[src/rtl/hz_pkg.sv]
package hz_pkg;
  typedef enum logic [2:0] {
    UNIT_EXEC  = 3'd0,
    UNIT_CMP   = 3'd1,
    UNIT_MAC   = 3'd2,
    UNIT_CTI   = 3'd3,
    UNIT_LOAD  = 3'd4,
    UNIT_STORE = 3'd5
  } unit_e;

  typedef struct packed {
    logic advance;
    logic chkA;
    logic chkB;
    logic setLoad;
    logic brTaken;
    logic brUntaken;
  } hz_strobe_t;
endpackage

[src/rtl/hz_ctrl.sv]
module hz_ctrl
  import hz_pkg::*;
(
  input  logic       clk,
  input  logic       rst,
  input  logic       issueValid,
  input  logic [2:0] unitClass,
  input  logic       srcAValid,
  input  logic       srcBValid,
  input  logic       branchTaken,
  output hz_strobe_t strb
);
  logic isAlu, isCti, isLoad;

  always_comb begin
    isAlu  = (unitClass == UNIT_EXEC) || (unitClass == UNIT_CMP) || (unitClass == UNIT_MAC);
    isCti  = (unitClass == UNIT_CTI);
    isLoad = (unitClass == UNIT_LOAD);
    strb.advance   = issueValid;
    strb.chkA      = issueValid && (isAlu || isCti) && srcAValid;
    strb.chkB      = issueValid && isAlu && srcBValid;
    strb.setLoad   = issueValid && isLoad;
    strb.brTaken   = issueValid && isCti && branchTaken;
    strb.brUntaken = issueValid && isCti && !branchTaken;
  end

  // at most one of load/taken/untaken per instruction
  assert_strobe_exclusive_R5: assert property (@(posedge clk) disable iff (rst)
    $onehot0({strb.setLoad, strb.brTaken, strb.brUntaken}));
  // loads never request a source check
  assert_load_no_check_R6: assert property (@(posedge clk) disable iff (rst)
    strb.setLoad |-> !(strb.chkA || strb.chkB));
  // control transfers never check the second source
  assert_cti_no_srcb_R4: assert property (@(posedge clk) disable iff (rst)
    (strb.brTaken || strb.brUntaken) |-> !strb.chkB);
endmodule

[src/rtl/hz_datapath.sv]
module hz_datapath
  import hz_pkg::*;
#(
  parameter int REG_COUNT  = 16,
  parameter int IDX_W      = $clog2(REG_COUNT),
  parameter int CNT_W      = 32,
  parameter int LOAD_PEN   = 2,
  parameter int BRANCH_PEN = 2,
  parameter int STALL_W    = $clog2(2*LOAD_PEN + BRANCH_PEN + 1)
) (
  input  logic               clk,
  input  logic               rst,
  input  hz_strobe_t         strb,
  input  logic [IDX_W-1:0]   srcA,
  input  logic [IDX_W-1:0]   srcB,
  input  logic [IDX_W-1:0]   dstReg,
  output logic [STALL_W-1:0] stallCycles,
  output logic [CNT_W-1:0]   loadStallCount,
  output logic [CNT_W-1:0]   branchStallCount,
  output logic [CNT_W-1:0]   takenCount,
  output logic [CNT_W-1:0]   untakenCount
);
  logic [REG_COUNT-1:0] pendingMask;
  logic [REG_COUNT-1:0] activeMask;
  logic                 hitA, hitB;
  logic [STALL_W-1:0]   loadPart, branchPart;

  // pending set built by the current instruction
  always_comb begin
    pendingMask = '0;
    if (strb.setLoad) pendingMask[dstReg] = 1'b1;
  end

  always_comb begin
    hitA       = strb.chkA && activeMask[srcA];
    hitB       = strb.chkB && activeMask[srcB];
    loadPart   = STALL_W'((int'(hitA) + int'(hitB)) * LOAD_PEN);
    branchPart = strb.brTaken ? STALL_W'(BRANCH_PEN) : '0;
    stallCycles = loadPart + branchPart;
  end

  always_ff @(posedge clk) begin
    if (rst) begin
      activeMask       <= '0;
      loadStallCount   <= '0;
      branchStallCount <= '0;
      takenCount       <= '0;
      untakenCount     <= '0;
    end else if (strb.advance) begin
      activeMask     <= pendingMask;
      loadStallCount <= loadStallCount + CNT_W'(loadPart);
      if (strb.brTaken) begin
        branchStallCount <= branchStallCount + CNT_W'(BRANCH_PEN);
        takenCount       <= takenCount + 1'b1;
      end
      if (strb.brUntaken) untakenCount <= untakenCount + 1'b1;
    end
  end

  // at most one register marked at a time
  assert_mask_single_R1: assert property (@(posedge clk) disable iff (rst)
    $onehot0(activeMask));
  // idle cycles leave the mark untouched
  assert_idle_hold_R1: assert property (@(posedge clk) disable iff (rst)
    !strb.advance |=> $stable(activeMask));
  // taken transfer bumps takenCount by one
  assert_taken_step_R5: assert property (@(posedge clk) disable iff (rst)
    strb.brTaken |=> takenCount == $past(takenCount) + 1'b1);
  // untaken transfer bumps untakenCount by one
  assert_untaken_step_R5: assert property (@(posedge clk) disable iff (rst)
    strb.brUntaken |=> untakenCount == $past(untakenCount) + 1'b1);
  // nothing charged while no instruction issues
  assert_idle_zero_R8: assert property (@(posedge clk) disable iff (rst)
    !strb.advance |-> stallCycles == '0);
endmodule

[src/rtl/pipe_hazard_meter.sv]
module pipe_hazard_meter
  import hz_pkg::*;
(
  input  logic        clk,
  input  logic        rst,
  input  logic        issueValid,
  input  logic [2:0]  unitClass,
  input  logic [3:0]  srcA,
  input  logic        srcAValid,
  input  logic [3:0]  srcB,
  input  logic        srcBValid,
  input  logic [3:0]  dstReg,
  input  logic        branchTaken,
  output logic [2:0]  stallCycles,
  output logic [31:0] loadStallCount,
  output logic [31:0] branchStallCount,
  output logic [31:0] takenCount,
  output logic [31:0] untakenCount
);
  hz_strobe_t strb;

  hz_ctrl u_ctrl (
    .clk(clk), .rst(rst), .issueValid(issueValid), .unitClass(unitClass),
    .srcAValid(srcAValid), .srcBValid(srcBValid), .branchTaken(branchTaken),
    .strb(strb)
  );

  hz_datapath #(
    .REG_COUNT(16), .CNT_W(32), .LOAD_PEN(2), .BRANCH_PEN(2)
  ) u_dp (
    .clk(clk), .rst(rst), .strb(strb), .srcA(srcA), .srcB(srcB), .dstReg(dstReg),
    .stallCycles(stallCycles), .loadStallCount(loadStallCount),
    .branchStallCount(branchStallCount), .takenCount(takenCount),
    .untakenCount(untakenCount)
  );
endmodule

[config.mk]
export PLATFORM = sky130hd
export DESIGN_NAME = pipe_hazard_meter
export DESIGN_NICKNAME = d
export VERILOG_FILES = /design/src/rtl/hz_pkg.sv /design/src/rtl/hz_ctrl.sv /design/src/rtl/hz_datapath.sv /design/src/rtl/pipe_hazard_meter.sv
export SDC_FILE = /design/constraint.sdc
export NUM_CORES = 1
export LEC_CHECK = 0
export BUFFER_PORTS_ARGS = -buffer_cell sky130_fd_sc_hd__buf_4
export CAP_MARGIN = 20
export CORE_UTILIZATION = 55
export DETAILED_ROUTE_END_ITERATION = 8
export GPL_ROUTABILITY_DRIVEN = 0
export PLACE_DENSITY = 0.87
export SYNTH_ARGS = -nofsm -noshare
export SYNTH_HDL_FRONTEND = slang
export SYNTH_SLANG_ARGS = --single-unit
[constraint.sdc]
create_clock -name clk -period 5.4 [get_ports clk]
set_clock_uncertainty 0.15 [all_clocks]
set_input_delay 0.54 -clock clk [delete_from_list [all_inputs] [get_ports clk]]
set_output_delay 0.54 -clock clk [all_outputs]
set_load 0.01 [all_outputs]
==> results of run 1 <==
## cell families (layout without fill, tap and decap cells)
group                    after synthesis  count (layout)  synth area share, %
buffers and inverters                 81             203                4.620
adder cells (fa/ha/maj)                8               8                1.616
other                                  1               3              0.05265
AND/OR/NAND/NOR                      362             362                29.33
multiplexers                          24              24                5.006
XOR/XNOR                              32              32                3.935
AO/OA/AOI/OAI                        180             180                15.53
flip-flops                           142             142                39.91
## registers in the layout, summed over array words and instances (netlist names)
| register | flops |
|---|---|
| u_dp.takenCount | 32 |
| u_dp.untakenCount | 32 |
| u_dp.branchStallCount | 31 |
| u_dp.loadStallCount | 31 |
| u_dp.activeMask | 16 |
## cells in the mapped netlist (all sizes together), types with 15 or more instances
| cell type | instances |
|---|---|
| nand3 | 39 |
| nor2 | 67 |
| or4 | 59 |
| and4 | 18 |
| nand2 | 46 |
| or3 | 24 |
| o21ai | 24 |
| o31ai | 53 |
| nand4 | 39 |
| clkbuf | 47 |
| xor2 | 17 |
| inv | 22 |
| dfxtp | 142 |
| xnor2 | 15 |
| a21oi | 81 |
## metal layers
| layer | part of all wire [%] | vias up | track usage (%) |
|---|---|---|---|
| li1 | - | 3370 | - |
| met4 | 1.6 | 0 | 9.231 |
| met5 | 0 | - | 0 |
| met2 | 48 | 224 | 44.01 |
| met1 | 45 | 3362 | 35.45 |
| met3 | 5.7 | 27 | 5.126 |
## layout make-up
type | count | area, sq um | area share [%]
Multi-Input combinational cell | 609 | 3959 | 45.38
Tap cell | 172 | 215.2 | 2.467
Timing Repair Buffer | 152 | 1141 | 13.08
Inverter | 23 | 86.33 | 0.9895
Clock buffer | 25 | 465.4 | 5.335
Clock inverter | 3 | 15.01 | 0.1721
Sequential cell | 142 | 2843 | 32.58
## path summary, 6_finish.rpt
path	end	slack, ns	cells after the start
worst max-delay path	u_dp.loadStallCount[23]	1.24	11
worst min-delay path	u_dp.loadStallCount[2]	0.27	2
worst max register to register	u_dp.loadStallCount[23]	1.24	11
worst min register to register	u_dp.branchStallCount[31]	0.34	2
## where the power goes
| group | internal [mW] | total, mW | switching, mW |
|---|---|---|---|
| Clock | 0.585 | 1.00 | 0.415 |
| Sequential | 1.05 | 1.05 | 0.00193 |
| Combinational | 0.0222 | 0.0668 | 0.0446 |
| Total | 1.66 | 2.12 | 0.462 |
## worst max-delay path: stages (launching register included)
cell and delay [ns]:
dfxtp_1 0.34, mux4_2 0.47, mux2_2 0.29, o2111a_1 0.23, ha_1 0.28, ha_1 0.17
inv_1 0.06, fa_1 0.40, nand4b_2 0.31, or4_1 0.71, or4_1 0.53, a21oi_1 0.15
==> results.md, run 1 <==
* Synth Flop Type: dfxtp_1
* RSZ-0062 raised after global routing: false
* Final setup viols at 0
* #FFs+latches synth at around 140
* Core Region at about 13000 sq um
* Synth unique cells at 50
* CP Launch Type: register
* Worst R2R Start: u_dp.activeMask[0]
* Num ports at roughly 150
* Top cells by area, synth: dfxtp_1 40%, or4_1 6.2%, a21oi_1 5.7%
* Vias per cell at 6.202
* CP endpoint kind: register
* Commonest non-fill, non-tap cell in the layout: buf_4
* Layout Cells excl Fill at around 1100
* Initial core utilization at about 56%
* Clk slew on worst S/H paths at 0.06 ns
* Final Util at slightly below 70%
* First-pass GRT wire length at roughly 29 mm
* Total Wirelength at 18.12 mm
* Total Power at between 2 and 2.5 mW
* Avg Cell Area, Syn at 8.582 sq um
* Total GRT Usage at between 20% and 30%
* Design Area, Final at between 8000 and 9000 sq um
* Clock root cell: clkbuf_16
* 1st-iter DRT viols at about 630
* Worst-Margin Slew at ~0.85 ns
* IO buf count at about 150
* Final ANT Viol Nets at 0
* Final period util at between 70% and 80%
* Post-synthesis async set-or-reset flop share at 0%
* Nets at 974
* CP Launch Point: u_dp.activeMask[0]
* Crit Path Max Fanout at 13
* CTS resizes at 0
* Post-DP Area at between 8000 and 9000 sq um
* Max-slew violation count at 0
* WHS at between 0.2 and 0.3 ns
* Critical path required time at 5.61 ns
* Hold buffers post-CTS at 0
* Number of flops mapped to enable cells by yosys at 0
* Peak Freq at 0.2404 GHz
* HP Start: issueValid
* H-tree depth at 4
* Pin count of the biggest net entering global routing at between 50 and 60
* Share of cells above drive strength 1 at a little over a fifth
* Via count at 6983
* Place WS at ~0.89 ns
* Die height at between 100 and 150 microns
* Die area at 13410 sq um
* Critical path class: register to register
* Wire per inst at 16.09 microns
* Post-Place Cells at 1098
* Max_cap viols at 0
* Max_slew headroom at a little over two fifths
* Clock Latency Late Sink at ~0.42 ns
* Hold Crit Class: input pin to register
* Final global-route overflow total at 0
* Synth top area share at 39.91%
* # rows at between 40 and 50
* Post-DP HPWL at between 10 and 15 mm
* TNS Setup at 0 ns
* Synthesis Warnings at 0
* Post-synthesis instance area at 7123 sq um
* Number of antenna diodes at 0
* CTS Buf Count at 17
* Die W at between 100 and 150 microns
* Post-Syn Instances at 830
* Final Hold Viols at 0
* Vias in the first global route at between 5000 and 6000
* Register area share after synthesis at around 40%
* CTS tree: done
* Peak supply drop at between 0.00015 and 0.0002 V
* Worst setup margin at between 1 and 1.5 ns
* # DRC at 0
* Postcts setup bufs at 0
* PwrDens at approximately 240 nW/um^2
* Commonest cells after routing, fill and taps aside: 152 x buf_4, 142 x dfxtp_1, 81 x a21oi_1
* Pleak at 3.099 nW
* Synth-to-Final Area Change at 22.48%
* Initial antenna violation count at 0
* Max Buffers Root-to-Sink at 2
* Drt first pass iters at 4
* Worst Path Arrival at between 4 and 5 ns
* Status: complete, no violations
* # clock sinks at between 100 and 150
* Cell taking the most area after synthesis: dfxtp_1
* Min Tclk post-route at 4.161 ns
* Final-layout fill cell count at approximately 1000
(Power assumes the default switching activity.)
==> run 2, diff against run 1 <==
==> constraint.sdc (replaced) <==
create_clock -name clk -period 4.1 [get_ports clk]
set_clock_uncertainty 0.15 [all_clocks]
set_input_delay 0.41 -clock clk [delete_from_list [all_inputs] [get_ports clk]]
set_output_delay 0.41 -clock clk [all_outputs]
set_load 0.01 [all_outputs]
==> run 2 against run 1 <==
Net effect: first-iteration DRC count rose by 10%; core utilization is 0.64 points higher; via count increased by 0.13%; sequential power rose by 32%; worst hold slack got worse by 0.12 ns; largest cell class unchanged; highest routed layer unchanged; critical path depth grew 1; count of clock-buffer cells in the layout fell by 2; critical endpoint is now u_dp.loadStallCount[31]; die area unchanged; power is 33% higher; worst setup slack got worse by 1.0 ns; cell count is 0.44% higher; global-route usage increased by 0.92 points.
==> results.md, run 2 (synthesis gave the netlist of run 1 again) <==
* Status: complete, no violations
* Max Buffers Root-to-Sink at 2
* Top flop regs: u_dp.takenCount (32), u_dp.untakenCount (32)
* Design Area, Final at 8806 sq um
* Max_slew headroom at a little over a third
* Sw Ratio at a little over a fifth
* Vias per cell at a little over 6
* Hold Crit Class: input pin to register
* RSZ-0062 raised after global routing: false
* Met3 routed WL at about 1.2 mm
* Worst Path Arrival at between 4 and 5 ns
* Hold buffers post-CTS at 0
* Part of the power in registers at about half
* Sw power at 0.6079 mW
* Max-slew violation count at 0
* Total Wirelength at around 18 mm
* Clk slew on worst S/H paths at 0.06 ns
* Met1 Routed Length at between 7 and 8 mm
* Max_cap viols at 0
* Final global-route overflow total at 0
* CP endpoint kind: register
* Core Region at roughly 13000 sq um
* Layout Cells excl Fill at 1131
* # DRC at 0
* Number of antenna diodes at 0
* CTS tree: done
* Worst-Margin Slew at around 0.97 ns
* WL met2 at between 8 and 9 mm
* Cell-internal power at ~2.2 mW
* Pleak at approximately 3.1 nW
* Post-DP HPWL at 12.41 mm
* Logic pwr share at about 3.2%
* Die W at about 120 microns
* Critical path required time at between 4 and 5 ns
* Final Hold Viols at 0
* Commonest non-fill, non-tap cell in the layout: buf_4
* Total GRT Usage at ~28%
* Post-DP Area at 8309 sq um
* Clock root cell: clkbuf_16
* Initial core utilization at between 50% and 60%
* Final Util at between 60% and 70%
* Peak Freq at ~0.26 GHz
* Vias in the first global route at a little over 6000
* 1st-iter DRT viols at a little under 700
* Drt first pass iters at 5
* Nets at ~980
* Peak supply drop at between 0.0002 and 0.00025 V
* Via count at between 6000 and 7000
* Synth-to-Final Area Change at 23.63%
* CTS Buf Count at 17
* # clock sinks at 142
* CP Launch Type: register
* Postcts setup bufs at 0
* Num ports at about 150
* # rows at between 40 and 50
* Min Tclk post-route at between 3 and 4 ns
* Share of cells above drive strength 1 at 22.21%
* Worst setup margin at 0.2383 ns
* Place WS at -0.08157 ns
* Final setup viols at 0
* Critical path class: register to register
* DR top layer: met4
* WHS at around 0.15 ns
* TNS Setup at 0 ns
* Final ANT Viol Nets at 0
* IO buf count at about 150
* Initial antenna violation count at 0
* Die height at 115.8 microns
* Die area at about 13000 sq um
* H-tree depth at 4
* PwrDens at roughly 320 nW/um^2
* Post-Place Cells at roughly 1100
* Total Power at between 2 and 3 mW
* Crit Path Max Fanout at 6
* Wire per inst at approximately 16 microns
* First-pass GRT wire length at ~30 mm
* Final period util at around 94%
* Commonest cells after routing, fill and taps aside: 158 x buf_4, 142 x dfxtp_1, 81 x a21oi_1
* Clock power share at between 40% and 50%
* Final-layout fill cell count at ~1000
* Pin count of the biggest net entering global routing at 94
* Clock Latency Late Sink at roughly 0.42 ns
-- run 2: cell types whose count changed in the layout (fill, tap and decap cells not counted), sizes merged --
cell    before  now
clkbuf      25   23
buf        152  159
-- run 2: worst max-delay path: stages, from the launching register on --
cell,delay (ns)
dfxtp_1,0.33
mux4_2,0.46
mux2_2,0.29
o2111a_1,0.23
ha_1,0.27
ha_1,0.17
inv_1,0.06
fa_1,0.37
nand4b_2,0.23
buf_4,0.18
nor3_1,0.26
nor4bb_1,0.36
mux2_2,0.37
-- run 2: what timing repair did --
| item | CTS | global route |
|---|---|---|
| gates resized for setup | 0 | 1 |
| endpoints found under the setup margin | 0 | 4 |
| hold endpoints to repair | 0 | 0 |
-- run 2: worst paths after layout --
path	cells after the start	slack, ns	startpoint	endpoint
worst min-delay path	2	0.15	issueValid	u_dp.loadStallCount[2]
worst max register to register	12	0.24	u_dp.activeMask[11]	u_dp.loadStallCount[31]
worst max-delay path	12	0.24	u_dp.activeMask[11]	u_dp.loadStallCount[31]
worst min register to register	2	0.34	u_dp.branchStallCount[31]	u_dp.branchStallCount[31]
-- run 2: power by group through the flow --
stage | sequential [mW] | combinational [mW] | clock (mW)
after floorplan | 1.41 | 0.0507 | 0
after global placement | 1.41 | 0.0867 | 0
after CTS | 1.39 | 0.0887 | 1.35
after global routing | 1.38 | 0.0974 | 1.42
after detailed placement | 1.41 | 0.0886 | 0
final | 1.39 | 0.0900 | 1.34
-- run 2: per-layer routing --
metal / vias up / GRT usage [%]
met5: - / 0
met4: 0 / 10.51
met3: 32 / 5.596
met2: 273 / 43.81
met1: 3307 / 37.53
li1: 3380 / -
-- run 2: area by class of cell --
cell class	instances	area, sq um	area share [%]
well taps	172	215.2	2.444
clock buffers	23	478.0	5.428
clock inverters	3	15.01	0.1705
inverters	23	86.33	0.9804
flip-flops and latches	142	2843	32.28
repair buffers	159	1206	13.70
multi-input cells	609	3963	45.00
==> run 3, diff against run 2 <==
--- a/config.mk
+++ b/config.mk
@@ -7,10 +7,11 @@
 export LEC_CHECK = 0
 export BUFFER_PORTS_ARGS = -buffer_cell sky130_fd_sc_hd__buf_4
 export CAP_MARGIN = 20
-export CORE_UTILIZATION = 55
+export CORE_UTILIZATION = 57
+export CTS_BUF_LIST = sky130_fd_sc_hd__clkbuf_4 sky130_fd_sc_hd__clkbuf_8
 export DETAILED_ROUTE_END_ITERATION = 8
 export GPL_ROUTABILITY_DRIVEN = 0
-export PLACE_DENSITY = 0.87
+export PLACE_DENSITY = 0.9
 export SYNTH_ARGS = -nofsm -noshare
 export SYNTH_HDL_FRONTEND = slang
 export SYNTH_SLANG_ARGS = --single-unit
==> run 3 against run 2 <==
Net effect: die area shrank 3.4%; worst hold slack lost 0.028 ns; first-iteration DRC count shrank 16%; power shrank 10%; critical path depth shrank 1; count of clock-buffer cells in the layout is the same; non-clock buffer count shrank 1; clock power shrank 22%; cell count is essentially flat; fmax shrank 0.64%; sequential share of layout area grew 0.52 points; worst setup slack lost 0.025 ns; largest power group unchanged.
==> results.md, run 3 (synthesis gave the netlist of run 1 again) <==
* Status: complete, no violations
* CTS Buf Count at 17
* IO buf count at around 150
* Final Util at between 70 and 80%
* Share of cells above drive strength 1 at a little under a quarter
* Final-layout fill cell count at 960
* Critical path required time at about 4.3 ns
* Peak supply drop at roughly 0.00026 V
* Final ANT Viol Nets at 0
* # DRC at 0
* Post-Place Cells at 1100
* Post-DP Area at between 8000 and 9000 sq um
* Top flop regs: u_dp.takenCount (32), u_dp.untakenCount (32)
* 1st-iter DRT viols at just under 600
* Layout Cells excl Fill at around 1100
* First-pass GRT wire length at 28.64 mm
* Post-DP HPWL at around 12 mm
* RSZ-0062 raised after global routing: false
* Worst-Margin Slew at 0.8284 ns
* Critical path class: register to register
* Clk slew on worst S/H paths at 0.07 ns
* Crit Path Max Fanout at 12
* H-tree depth at 4
* Clock root cell: clkbuf_8
* Die area at ~13000 sq um
* Synth-to-Final Area Change at 21.68%
* Max_slew headroom at approximately 45%
* Final period util at about 95%
* Nets at just under 1000
* Pin count of the biggest net entering global routing at 74
* Commonest non-fill, non-tap cell in the layout: buf_4
* Final Hold Viols at 0
* Pleak at ~3 nW
* Initial antenna violation count at 0
* PwrDens at around 290 nW/um^2
* Via count at around 7000
* Worst Path Arrival at just over 4 ns
* Initial core utilization at between 50 and 60%
* Clock Latency Late Sink at roughly 0.45 ns
* Num ports at 152
* Clock power share at between 40% and 50%
* Drt first pass iters at 6
* Multi-input logic area at roughly 4000 sq um
* # rows at 40
* Cell-internal power at between 1.5 and 2 mW
* CP Launch Type: register
* Max_cap viols at 0
* Number of antenna diodes at 0
* CTS tree: done
* CP endpoint kind: register
* Logic pwr share at 3.6%
* # clock sinks at about 140
* Vias in the first global route at 6037
* Total Wirelength at approximately 18 mm
* Commonest cells after routing, fill and taps aside: 157 x buf_4, 142 x dfxtp_1, 81 x a21oi_1
* Die W at roughly 110 microns
* Wire per inst at 15.80 microns
* Peak Freq at 0.2573 GHz
* Design Area, Final at slightly below 9000 sq um
* TNS Setup at 0 ns
* Max-slew violation count at 0
* Die height at about 110 microns
* Postcts setup bufs at 0
* Sw Ratio at 22.55%
* Max Buffers Root-to-Sink at 2
* Part of the power in registers at between 50% and 60%
* Core Region at 12110 sq um
* Hold Crit Class: input pin to register
* Final global-route overflow total at 0
* Hold buffers post-CTS at 0
* WHS at ~0.12 ns
* Total GRT Usage at 27.42%
* Final setup viols at 0
* Sw power at approximately 0.57 mW
* Vias per cell at about 6
* Min Tclk post-route at just under 4 ns
* Area occupied by registers at approximately 2800 sq um
-- run 3: worst paths after layout --
kind,start,end,slack [ns],cells after the start
worst min register to register,u_dp.branchStallCount[31],u_dp.branchStallCount[31],0.33,2
worst min-delay path,issueValid,u_dp.loadStallCount[2],0.12,2
worst max register to register,u_dp.activeMask[11],u_dp.loadStallCount[27],0.21,11
worst max-delay path,u_dp.activeMask[11],u_dp.loadStallCount[27],0.21,11
-- run 3: metrics by stage --
| step | setup slack (ns) | power, mW |
|---|---|---|
| after global placement | 0.004424 | 1.501 |
| after global routing | 0.08022 | 2.606 |
| after CTS | 0.09767 | 2.540 |
| final | 0.2134 | 2.525 |
| after floorplan | 0.1411 | 1.465 |
| after detailed placement | -0.1459 | 1.503 |
-- run 3: power by group through the flow --
stage	clock, mW	sequential [mW]	combinational (mW)
2_1_floorplan	0	1.41	0.0507
3_3_place_gp	0	1.41	0.0869
3_5_place_dp	0	1.41	0.0890
4_1_cts	1.07	1.38	0.0891
5_1_grt	1.13	1.38	0.0981
6_report	1.05	1.38	0.0906
-- run 3: what timing repair did --
item / CTS / global route
endpoints found under the setup margin: 0 / 4
hold endpoints to repair: 0 / 0
gates resized for setup: 0 / 1
-- run 3: layer usage --
layer,vias to the layer above,share of wire [%],global-route usage (%)
met5,-,0,0
met4,0,2.1,11.17
met2,255,46,42.97
li1,3390,-,-
met3,50,6.8,7.120
met1,3287,45,36.08
-- run 3: cell type report --
cell class	instances	area share, %
Multi-Input combinational cell	609	45.72
Sequential cell	142	32.80
Timing Repair Buffer	158	13.83
Clock buffer	23	3.508
Tap cell	168	2.425
Inverter	23	0.9961
Clock inverter	7	0.7218
-- run 3: worst max-delay path, cell delays in order (launching register included) --
cell and delay, ns:
dfxtp_1 0.34, mux4_2 0.48, mux2_2 0.29, o2111a_1 0.25
ha_1 0.28, ha_1 0.16, inv_1 0.06, fa_1 0.37
nand4b_2 0.22, or4_4 0.57, or4_1 0.48, a21oi_1 0.16
